**src/rtl/pp_pwm_pkg.sv**
```systemverilog
package pp_pwm_pkg;

    // Steering phase: which output owns the pulse of the current period.
    typedef enum logic {
        PH_A = 1'b0,
        PH_B = 1'b1
    } phase_e;

    // Asynchronous control levels, grouped so they share one synchronizer.
    typedef struct packed {
        logic sync;
        logic shdn;
        logic ilim;
    } ctl_t;

    localparam int unsigned CTL_W      = $bits(ctl_t);
    localparam int unsigned SYNC_DEPTH = 2;

    // Route a pulse to the output that the phase selects: {b, a}.
    function automatic logic [1:0] steer(input logic pulse, input phase_e ph);
        return {pulse & (ph == PH_B), pulse & (ph == PH_A)};
    endfunction

endpackage

```
**src/rtl/pp_sync.sv**
```systemverilog
module pp_sync #(
    parameter int unsigned W     = 3,
    parameter int unsigned DEPTH = 2
) (
    input  logic         clk,
    input  logic         rst,
    input  logic [W-1:0] d,
    output logic [W-1:0] q
);
    logic [W-1:0] stg [DEPTH];

    for (genvar g = 0; g < DEPTH; g++) begin : g_stage
        if (g == 0) begin : g_first
            always_ff @(posedge clk) begin
                if (rst) stg[g] <= '0;
                else     stg[g] <= d;
            end
        end else begin : g_next
            always_ff @(posedge clk) begin
                if (rst) stg[g] <= '0;
                else     stg[g] <= stg[g-1];
            end
        end
    end

    assign q = stg[DEPTH-1];
endmodule

```
**src/rtl/pp_ramp.sv**
```systemverilog
module pp_ramp #(
    parameter int unsigned CNT_W  = 16,
    parameter int unsigned PERIOD = 100,
    parameter int unsigned DEAD   = 4
) (
    input  logic             clk,
    input  logic             rst,
    input  logic             sync_lvl,
    input  logic [CNT_W-1:0] duty_cmd,
    output logic [CNT_W-1:0] cnt,
    output logic [CNT_W-1:0] duty_q,
    output logic             wrap,
    output logic             blank
);
    localparam logic [CNT_W-1:0] LAST   = CNT_W'(PERIOD - 1);
    localparam logic [CNT_W-1:0] DEAD_C = CNT_W'(DEAD);

    logic sync_d;
    logic sync_rise;

    assign sync_rise = sync_lvl & ~sync_d;
    assign wrap      = (cnt == LAST) | sync_rise;
    assign blank     = cnt < DEAD_C;

    always_ff @(posedge clk) begin
        if (rst) begin
            cnt    <= '0;
            duty_q <= '0;
            sync_d <= 1'b0;
        end else begin
            sync_d <= sync_lvl;
            if (wrap) begin
                cnt    <= '0;
                duty_q <= duty_cmd;
            end else begin
                cnt    <= cnt + 1'b1;
            end
        end
    end
endmodule

```
**src/rtl/pp_steer.sv**
```systemverilog
module pp_steer
    import pp_pwm_pkg::*;
#(
    parameter int unsigned CNT_W = 16
) (
    input  logic             clk,
    input  logic             rst,
    input  logic [CNT_W-1:0] cnt,
    input  logic [CNT_W-1:0] duty_q,
    input  logic             blank,
    input  logic             wrap,
    input  logic             stop,
    output logic             out_a,
    output logic             out_b,
    output phase_e           ph,
    output logic             term
);
    logic window;
    logic pulse;
    logic fired;

    assign window         = ~blank & (cnt < duty_q);
    assign pulse          = window & ~stop & ~term;
    assign {out_b, out_a} = steer(pulse, ph);

    always_ff @(posedge clk) begin
        if (rst) begin
            ph    <= PH_A;
            fired <= 1'b0;
            term  <= 1'b0;
        end else if (wrap) begin
            if (fired | pulse) ph <= (ph == PH_A) ? PH_B : PH_A;
            fired <= 1'b0;
            term  <= 1'b0;
        end else begin
            fired <= fired | pulse;
            if (fired & ~pulse) term <= 1'b1;
        end
    end
endmodule

```
**src/rtl/pp_pwm_steer.sv**
```systemverilog
module pp_pwm_steer
    import pp_pwm_pkg::*;
#(
    parameter int unsigned CNT_W  = 16,
    parameter int unsigned PERIOD = 100,
    parameter int unsigned DEAD   = 4
) (
    input  logic             clk,
    input  logic             rst,
    input  logic [CNT_W-1:0] duty_cmd,
    input  logic             sync_in,
    input  logic             shdn_in,
    input  logic             ilim_in,
    output logic             out_a,
    output logic             out_b,
    output logic             phase
);
    ctl_t             raw;
    ctl_t             syn;
    logic [CTL_W-1:0] syn_vec;
    logic             s_stop;
    logic [CNT_W-1:0] cnt;
    logic [CNT_W-1:0] duty_q;
    logic             wrap;
    logic             blank;
    logic             term;
    phase_e           ph;

    assign raw    = '{sync: sync_in, shdn: shdn_in, ilim: ilim_in};
    assign syn    = ctl_t'(syn_vec);
    assign s_stop = syn.shdn | syn.ilim;
    assign phase  = ph;

    pp_sync #(.W(CTL_W), .DEPTH(SYNC_DEPTH)) u_sync (
        .clk (clk),
        .rst (rst),
        .d   (raw),
        .q   (syn_vec)
    );

    pp_ramp #(.CNT_W(CNT_W), .PERIOD(PERIOD), .DEAD(DEAD)) u_ramp (
        .clk      (clk),
        .rst      (rst),
        .sync_lvl (syn.sync),
        .duty_cmd (duty_cmd),
        .cnt      (cnt),
        .duty_q   (duty_q),
        .wrap     (wrap),
        .blank    (blank)
    );

    pp_steer #(.CNT_W(CNT_W)) u_steer (
        .clk    (clk),
        .rst    (rst),
        .cnt    (cnt),
        .duty_q (duty_q),
        .blank  (blank),
        .wrap   (wrap),
        .stop   (s_stop),
        .out_a  (out_a),
        .out_b  (out_b),
        .ph     (ph),
        .term   (term)
    );
endmodule

```
**config.mk**
```make
export PLATFORM = sky130hd
export DESIGN_NAME = pp_pwm_steer
export DESIGN_NICKNAME = d
export VERILOG_FILES = /design/src/rtl/pp_pwm_pkg.sv /design/src/rtl/pp_sync.sv /design/src/rtl/pp_ramp.sv /design/src/rtl/pp_steer.sv /design/src/rtl/pp_pwm_steer.sv
export SDC_FILE = /design/constraint.sdc
export NUM_CORES = 1
export LEC_CHECK = 0
export ABC_AREA = 1
export BUFFER_PORTS_ARGS = -buffer_cell sky130_fd_sc_hd__buf_2
export CORE_UTILIZATION = 30
export CTS_CLUSTER_SIZE = 28
export DETAILED_ROUTE_END_ITERATION = 12
export PLACE_DENSITY = 0.57
export SYNTH_ARGS = -nofsm -noshare
export SYNTH_HDL_FRONTEND = slang
export SYNTH_SLANG_ARGS = --single-unit
```
**constraint.sdc**
```tcl
create_clock -name clk -period 2.37 [get_ports clk]
set_clock_uncertainty 0.15 [all_clocks]
set_input_delay 0.474 -clock clk [delete_from_list [all_inputs] [get_ports clk]]
set_output_delay 0.474 -clock clk [all_outputs]
set_load 0.03 [all_outputs]
```
Word-level counts from Yosys, hierarchy flattened
Memory sizes are Yosys's and may differ from the RTL's.
Cells that the tools add are included.
{"block": "totals", "register_bits": 36, "ram_bits": 6, "output_inout_bits": 3, "wordCells": 37, "n_memories": 1}
{"memory": "u_sync.stg", "words": 2, "width": 3, "rd": 2, "rd_clocked_by_memory_dff": 0, "wr": 2, "line_no": "pp_sync.sv:10", "rtl": "logic [W-1:0] stg [DEPTH];"}
{"block": "classes", "bitwise": 18, "reduce_logical": 2, "n_addsub": 1, "n_mux": 6, "n_lt_le_gt_ge": 2, "eq_ne": 1}
{"cell": "$add 16x1->16 const B", "n": 1}
{"cell": "$eq 16x7->1 const B", "n": 1}
{"cell": "$lt 16x16->1", "n": 1}
{"cell": "$lt 16x3->1 const B", "n": 1}
{"cell": "$and 1x1->1", "n": 7}
{"cell": "$mux 3", "n": 2}
{"cell": "$not 1->1", "n": 6}
{"cell": "$or 1x1->1", "n": 5}
{"cell": "$mux 1", "n": 4}
{"cell": "$reduce_and 2->1", "n": 1}
{"cell": "$reduce_or 2->1", "n": 1}

Logic depth before layout (Yosys ltp)
Gate-level depths: netlist (run 1).
{"block": "logic_depth", "ltp_word": 7, "ltp_mapped": 16, "mapped_depth_nobuf": 16}

Modules after synthesis
Synthesis (run 1) repeated with hierarchy kept, for this count alone.
{"block": "unflattened", "cells_unflattened": 332, "hier_area_um2": 2299.7}
{"module": "pp_ramp", "instances": 1, "seq_area_each_um2": 660.6, "cells_each": 225, "area_each_um2": 1572.8}
{"module": "pp_steer", "instances": 1, "seq_area_each_um2": 60.1, "cells_each": 86, "area_each_um2": 550.5}
{"module": "pp_sync", "instances": 1, "seq_area_each_um2": 120.1, "cells_each": 18, "area_each_um2": 165.2}
{"module": "pp_pwm_steer", "instances": 1, "seq_area_each_um2": 0.0, "cells_each": 3, "area_each_um2": 11.3}

Worst setup path after synthesis (run 1)
No wires, ideal clock.
{"block": "synth_timing", "path_kind": "register to output", "start": "register u_ramp.cnt[5]", "end": "output out_a", "stages_incl_launch_ff": 11, "slack_ns": 0.131, "arrival_time_ns": 1.615, "cell_sequence": "dfxtp_1 > ha_1 > a21oi_1 > nor2_1 > nor3_1 > nand2_1 > nand2_1 > nand2_1 > nand2_1 > nand2_1 > nor2_1"}
{"block": "synth_via", "elab_chain_len": 6, "elab_cells_between_ends": 7}
{"item": "from (decl)", "line_no": "pp_ramp.sv:10", "rtl": "output logic [CNT_W-1:0] cnt,"}
{"item": "from (signal assigned)", "line_no": "pp_ramp.sv:36", "rtl": "cnt <= cnt + 1'b1;"}
{"item": "$lt 16x3->1", "line_no": "pp_ramp.sv:23", "rtl": "assign blank = cnt < DEAD_C;"}
{"item": "$not 1->1", "line_no": "pp_steer.sv:22", "rtl": "assign window = ~blank & (cnt < duty_q);"}
{"item": "$and 1x1->1 *", "line_no": "pp_steer.sv:22"}
{"item": "$and 1x1->1 * (2 in series)", "line_no": "pp_steer.sv:23", "rtl": "assign pulse = window & ~stop & ~term;"}
{"item": "$and 1x1->1 *", "line_no": "pp_pwm_pkg.sv:21", "rtl": "return {pulse & (ph == PH_B), pulse & (ph == PH_A)};"}
{"item": "to (decl)", "line_no": "pp_pwm_steer.sv:14", "rtl": "output logic out_a,"}
Every way passes the cells marked *; elsewhere a longest branch is shown, timed or not.

Worst setup path in the final report (run 1)
{"block": "layout_timing", "start": "register u_ramp.cnt[5]", "end": "output out_b"}
{"block": "layout_via", "elab_chain_len": 6, "elab_cells_between_ends": 7}
{"item": "$lt 16x3->1", "line_no": "pp_ramp.sv:23"}
{"item": "$not 1->1", "line_no": "pp_steer.sv:22"}
{"item": "$and 1x1->1 *", "line_no": "pp_steer.sv:22"}
{"item": "$and 1x1->1 * (2 in series)", "line_no": "pp_steer.sv:23"}
{"item": "$and 1x1->1 *", "line_no": "pp_pwm_pkg.sv:21"}
{"item": "to (decl)", "line_no": "pp_pwm_steer.sv:15", "rtl": "output logic out_b,"}
Marks and branches as above.

==> impl_metrics.csv, run 1 <==
group,metric,value,unit
cts,cts_root_buf,"clkbuf_8",
placed_design,dp_hpwl,3020,µm
min_path,min_delay_path_depth,3,
cts,h-tree-depth,2,
routing,antenna_left,0,
synthesis,synth.most_common_cell,"dfxtp_1",
floorplan,num_io_pins,24,
routing,drt-vias-per-instance,4.50,
synthesis,synthArstFlopShare,0,%
synthesis,yosys.cell_types.count,34,
status,status,"finished, violations left",
floorplan,die_y,83.3,µm
finish,num_antenna_cells,0,
timing,setup_violations,2,
routing,route.detailed.drc,0,
routing,dr_total_vias,1673,
cts,clkTransAtPathRegs,0.09,ns
critical_path,worstPathRequired,1.75,ns
synthesis,synth_xor_area_share,1.33,%
pwr,p_per_area,584,nW/µm²
cts,cts.path.max_buffers,2,
finish,final_cells,372,
critical_path,cp-end-kind,"output port",
synthesis,synth_top_area_cell,"dfxtp_1",
synthesis,synth_seq_area_share,42.4,%
timing,period_needed,2.44,ns
cts,numClockSinks,42,
synthesis,synth_mux_area_share,0,%
timing,worst_pin_slew,0.318,ns
cts,cts_buffers,5,
pwr,leakagePower,1.11,nW
critical_path,worst-path-stages,11,
synthesis,synth_commonest_cells,"dfxtp_1 (42), inv_1 (38), nor2_1 (32), nand2_1 (31), a21oi_1 (29)",
min_path,hp-class,"in2reg",
synthesis,netlist_instances,255,
routing,first_iter_violations,39,
grt,overflow,0,
grt,grt_pass1_wl,7040,µm
timing,timing.fmax,410,MHz
floorplan,row_count,29,
floorplan,die_x,83.3,µm
grt,grt_max_degree,18,
routing,dr.pass1.iters,4,
timing,hold_viol_final,0,
synthesis,synthFlopType,"dfxtp_1",
critical_path,cpMostUsedCell,"nand2_1",
synthesis,synth_top_area_share,42.4,%
pwr,ir_drop,0.336,mV
pwr,power.total,1.48,mW
finish,utilization,39.8,%
critical_path,worst-path-buf-inv,1,
timing,holdWs,0.217,ns
placed_design,finalWeightedCongestion,0.727,
floorplan,start_util,31.2,%
finish,syn_to_final_growth,27.5,%
routing,routedWlPerCell,11.2,µm
synthesis,synthTopCellsByArea,"dfxtp_1 (42%), ha_1 (10%), a21oi_1 (7.3%)",
routing,finalWirelength,4150,µm
finish,fillers,647,
placed_design,io_buffers,23,
finish,finalNetCount,331,
placed_design,pre_cts_ws,0.128,ns
grt,antenna_found_initial,0,
critical_path,r2r_cells,9,
grt,grt_usage,12.5,%
floorplan,die_area,6940,µm²
floorplan,coreArea,6350,µm²
timing,drv_slew,0,
synthesis,synthAdderAreaFrac,10.1,%
critical_path,slowest_stage,"dfxtp_4",
synthesis,synth-compound-area-share,14.7,%
cts,cts_tree,"done",
placed_design,dpl.cell_count,357,
critical_path,arrival,1.82,ns
synthesis,yosys.area_share.simple,22.2,%
synthesis,ys_ff_latch,42,
timing,slew_headroom,78.7,%
synthesis,netlist_area,1980,µm²
grt,grt_pass1_vias,1656,
critical_path,worstSetupStartpointType,"flip-flop",
synthesis,synth_edf_count,0,
synthesis,syn_area_per_cell,7.77,µm²
timing,fin_crit_sh,103,%
critical_path,cp_top_family,"simple AND/OR/NAND/NOR gates",
status,violations,"setup timing",
critical_path,path_class,"reg2out",
timing,worst_slack,-0.0715,ns
synthesis,synth_fp_nets,292,
synthesis,ys_warn_count,0,
critical_path,path_max_fanout,3,
critical_path,slowest_delay,0.36,ns
synthesis,synth_top_family_by_area,"simple AND/OR/NAND/NOR gates",
critical_path,path_cells,"ha_4 -> a21oi_2 -> nor2_1 -> nor3_1 -> nand2_1 -> nand2_1 -> nand2_1 -> nand2_1 -> nand2_2 -> nor2_1 -> buf_4",
cts,insertion_delay,0.30,ns
timing,rsz0062_at_grt,"yes",
finish,drive_above_1_share,32.2,%
run,cap_violations,0,
## worst min-delay path: stages
cell    delay [ns]
buf_2         0.09
inv_1         0.04
nor2_1        0.03
## layer usage
metal  track usage [%]  up-vias  routed length [µm]
met5                 0        -                   0
met4              3.76        0                  28
met3              3.28        4                 117
met2              22.3       22                2020
met1              14.7      739                1980
li1                  -      908                   -
## power by group
group	internal, mW	switching [mW]
Combinational	0.0673	0.0859
Clock	0.314	0.268
Sequential	0.729	0.0118
Total	1.11	0.366
## layout make-up
type	instances	area [µm²]	area share, %
well taps	77	96.3	3.81
multi-input cells	166	1070	42.3
flip-flops and latches	42	861	34.1
clock inverters	3	45.0	1.78
clock buffers	5	68.8	2.72
inverters	41	154	6.09
repair buffers	38	233	9.21
## per-stage QoR
stage / setup TNS, ns / area (µm²)
2_1_floorplan: 0 / 1980
3_3_place_gp: 0 / 2220
3_5_place_dp: 0 / 2220
4_1_cts: -0.141 / 2430
5_1_grt: -0.383 / 2530
6_report: -0.135 / 2530
## repair_timing
item	4_1_cts	5_1_grt
endpoints found under the hold margin	0	0
resized for setup	15	23
buffers inserted	5	2
hold buffers	0	0
endpoints found under the setup margin	2	2
pin swaps	7	15
## registers in the layout (all words and copies together), names as in the netlist
| name | flops |
|---|---|
| u_steer.ph | 1 |
| u_ramp.cnt | 16 |
| u_ramp.sync_d | 1 |
| u_steer.term | 1 |
| u_steer.fired | 1 |
| u_sync.stg | 6 |
| u_ramp.duty_q | 16 |
## logic make-up (layout without fill, tap and decap cells)
group / after synthesis / in the layout
AOI/OAI and AO/OA: 54 / 54
adders and majority gates: 16 / 16
buffers and inverters: 47 / 87
DFF: 42 / 42
and+or+nand+nor: 93 / 93
xor gates and xnor gates: 3 / 3
## cell usage in the layout (no fill, tap or decap), types with 8 or more instances in the layout
master	count
nand2_1	28
inv_2	10
inv_1	30
a21oi_1	27
dfxtp_1	30
dfxtp_2	10
o21ai_1	15
buf_2	21
buf_4	17
nor2_1	32
ha_1	8
## final timing paths
| path | start | end | slack, ns |
|---|---|---|---|
| worst max-delay path | u_ramp.cnt[5] | out_b | -0.07 |
| worst min-delay path | sync_in | u_sync.stg[0][2] | 0.22 |
| worst max register to register | u_ramp.cnt[9] | u_ramp.cnt[6] | 0.33 |
| worst min register to register | u_sync.stg[0][0] | u_sync.stg[1][0] | 0.26 |
(Power assumes the default switching activity.)
==> inputs of run 2 (changes only) <==
Settings changed: CORE_UTILIZATION 30 to 57, PLACE_DENSITY 0.57 to 0.88.
==> impl_metrics.csv, run 2 (synthesis results as in run 1) <==
group,metric,value,unit
routing,first_iter_violations,96,
finish,seq_area,860,µm²
grt,overflow,0,
finish,drive_above_1_share,28.6,%
finish,reg_top3,"u_ramp.cnt x16, u_ramp.duty_q x16, u_sync.stg x6",
critical_path,path_max_fanout,5,
pwr,ir_drop,0.389,mV
timing,rsz0062_at_grt,"yes",
cts,h-tree-depth,2,
critical_path,cp-end-kind,"output port",
min_path,min_delay_path_depth,3,
grt,grt_usage,24.0,%
timing,timing.fmax,381,MHz
grt,antenna_found_initial,0,
finish,final_common_cell,"inv_1",
timing,setup_violations,2,
critical_path,worstPathRequired,1.75,ns
min_path,hp-class,"in2reg",
run,cap_violations,0,
pwr,leakagePower,1.09,nW
floorplan,die_x,61.0,µm
timing,holdWs,0.155,ns
finish,num_antenna_cells,0,
finish,finalNetCount,326,
floorplan,coreArea,3340,µm²
floorplan,num_io_pins,24,
cts,clkTransAtPathRegs,0.13,ns
pwr,p_per_area,612,nW/µm²
cts,cts_root_buf,"clkbuf_4",
routing,dr_total_vias,1753,
critical_path,r2r_cells,11,
routing,dr.pass1.iters,4,
finish,syn_to_final_growth,22.9,%
placed_design,finalWeightedCongestion,0.833,
timing,drv_slew,0,
critical_path,worst-path-buf-inv,2,
status,violations,"setup timing",
cts,insertion_delay,0.36,ns
critical_path,arrival,2.00,ns
floorplan,row_count,21,
timing,setup_tns,-0.475,ns
finish,multi_input_area,1050,µm²
timing,slew_headroom,77.3,%
timing,hold_viol_final,0,
routing,antenna_left,0,
finish,final_cell_mix,"inv_1 (34), nor2_1 (31), dfxtp_1 (31)",
cts,cts_hold_buffers,0,
routing,route.detailed.drc,0,
routing,drt-vias-per-instance,5.22,
critical_path,slowest_stage,"dfxtp_1",
routing,finalWirelength,4270,µm
timing,worst_slack,-0.256,ns
placed_design,io_buffers,23,
floorplan,start_util,59.4,%
timing,fin_crit_sh,111,%
floorplan,die_y,61.0,µm
cts,cts_buffers,5,
critical_path,path_cells,"ha_1 -> inv_1 -> nor3_1 -> nand2_1 -> nand2_1 -> nand2_1 -> nand2_2 -> nor2_1 -> buf_4",
finish,fillers,256,
status,status,"finished, violations left",
placed_design,placed_cell_area,2160,µm²
cts,numClockSinks,42,
critical_path,worst-path-stages,9,
timing,period_needed,2.63,ns
cts,cts_tree,"done",
critical_path,cpMostUsedCell,"nand2_1",
cts,cts.path.max_buffers,2,
finish,utilization,73.0,%
finish,fin_area,2440,µm²
critical_path,cp_top_family,"simple AND/OR/NAND/NOR gates",
critical_path,slowest_delay,0.39,ns
grt,grt_pass1_vias,1598,
timing,worst_pin_slew,0.339,ns
placed_design,dp_hpwl,2870,µm
grt,grt_pass1_wl,6520,µm
grt,grt_max_degree,33,
routing,routedWlPerCell,12.7,µm
floorplan,die_area,3720,µm²
pwr,power.total,1.49,mW
critical_path,path_class,"reg2out",
critical_path,worstSetupStartpointType,"flip-flop",
## run 2: changes by cell type in the layout (fill, tap and decap cells not counted), sizes merged
cell      delta
buf          -5
bufinv       +1
clkbuf       +1
clkinvlp     -2
## run 2: routing by layer
metal / track usage [%] / wire, µm / up-vias
met5: 0 / 0 / -
met4: 9.74 / 92 / 0
met3: 4.69 / 124 / 9
met2: 43.0 / 2170 / 33
met1: 28.0 / 1880 / 809
li1: - / - / 902
## run 2: worst min-delay path, stage by stage
cell,delay [ns]
buf_2,0.08
inv_1,0.03
nor2_1,0.06
## run 2: path summary, 6_finish.rpt
check	from	endpoint	slack [ns]
setup reg to reg	u_ramp.cnt[10]	u_steer.ph	0.30
hold reg to reg	u_sync.stg[0][1]	u_sync.stg[1][1]	0.26
setup / recovery	u_ramp.cnt[10]	out_a	-0.26
hold / removal	shdn_in	u_sync.stg[0][1]	0.16
## run 2: layout make-up
| cell class | instances | area share, % |
|---|---|---|
| timing repair buffer | 33 | 8.17 |
| clock buffer | 6 | 2.11 |
| tap | 46 | 2.36 |
| sequential | 42 | 35.3 |
| multi-input combinational | 166 | 43.3 |
| clock inverter | 2 | 2.47 |
| inverter | 41 | 6.32 |
## run 2: metrics by stage
step / std cells / setup WS [ns]
after floorplan: 255 / 0.131
after global placement: 323 / 0.198
after detailed placement: 323 / 0.156
after CTS: 335 / -0.160
after global routing: 336 / -0.310
final: 336 / -0.256
## run 2: timing repair
| action | 4_1_cts | 5_1_grt |
|---|---|---|
| setup endpoints to repair | 2 | 2 |
| pin swaps | 7 | 4 |
| gates resized for setup | 16 | 16 |
| setup buffers | 4 | 1 |
## run 2: report_power, final
part / leakage [nW] / total (mW) / internal (mW) / switching [mW]
combinational: 0.684 / 0.152 / 0.0623 / 0.0894
sequential: 0.348 / 0.739 / 0.729 / 0.0103
clock: 0.0585 / 0.601 / 0.357 / 0.244
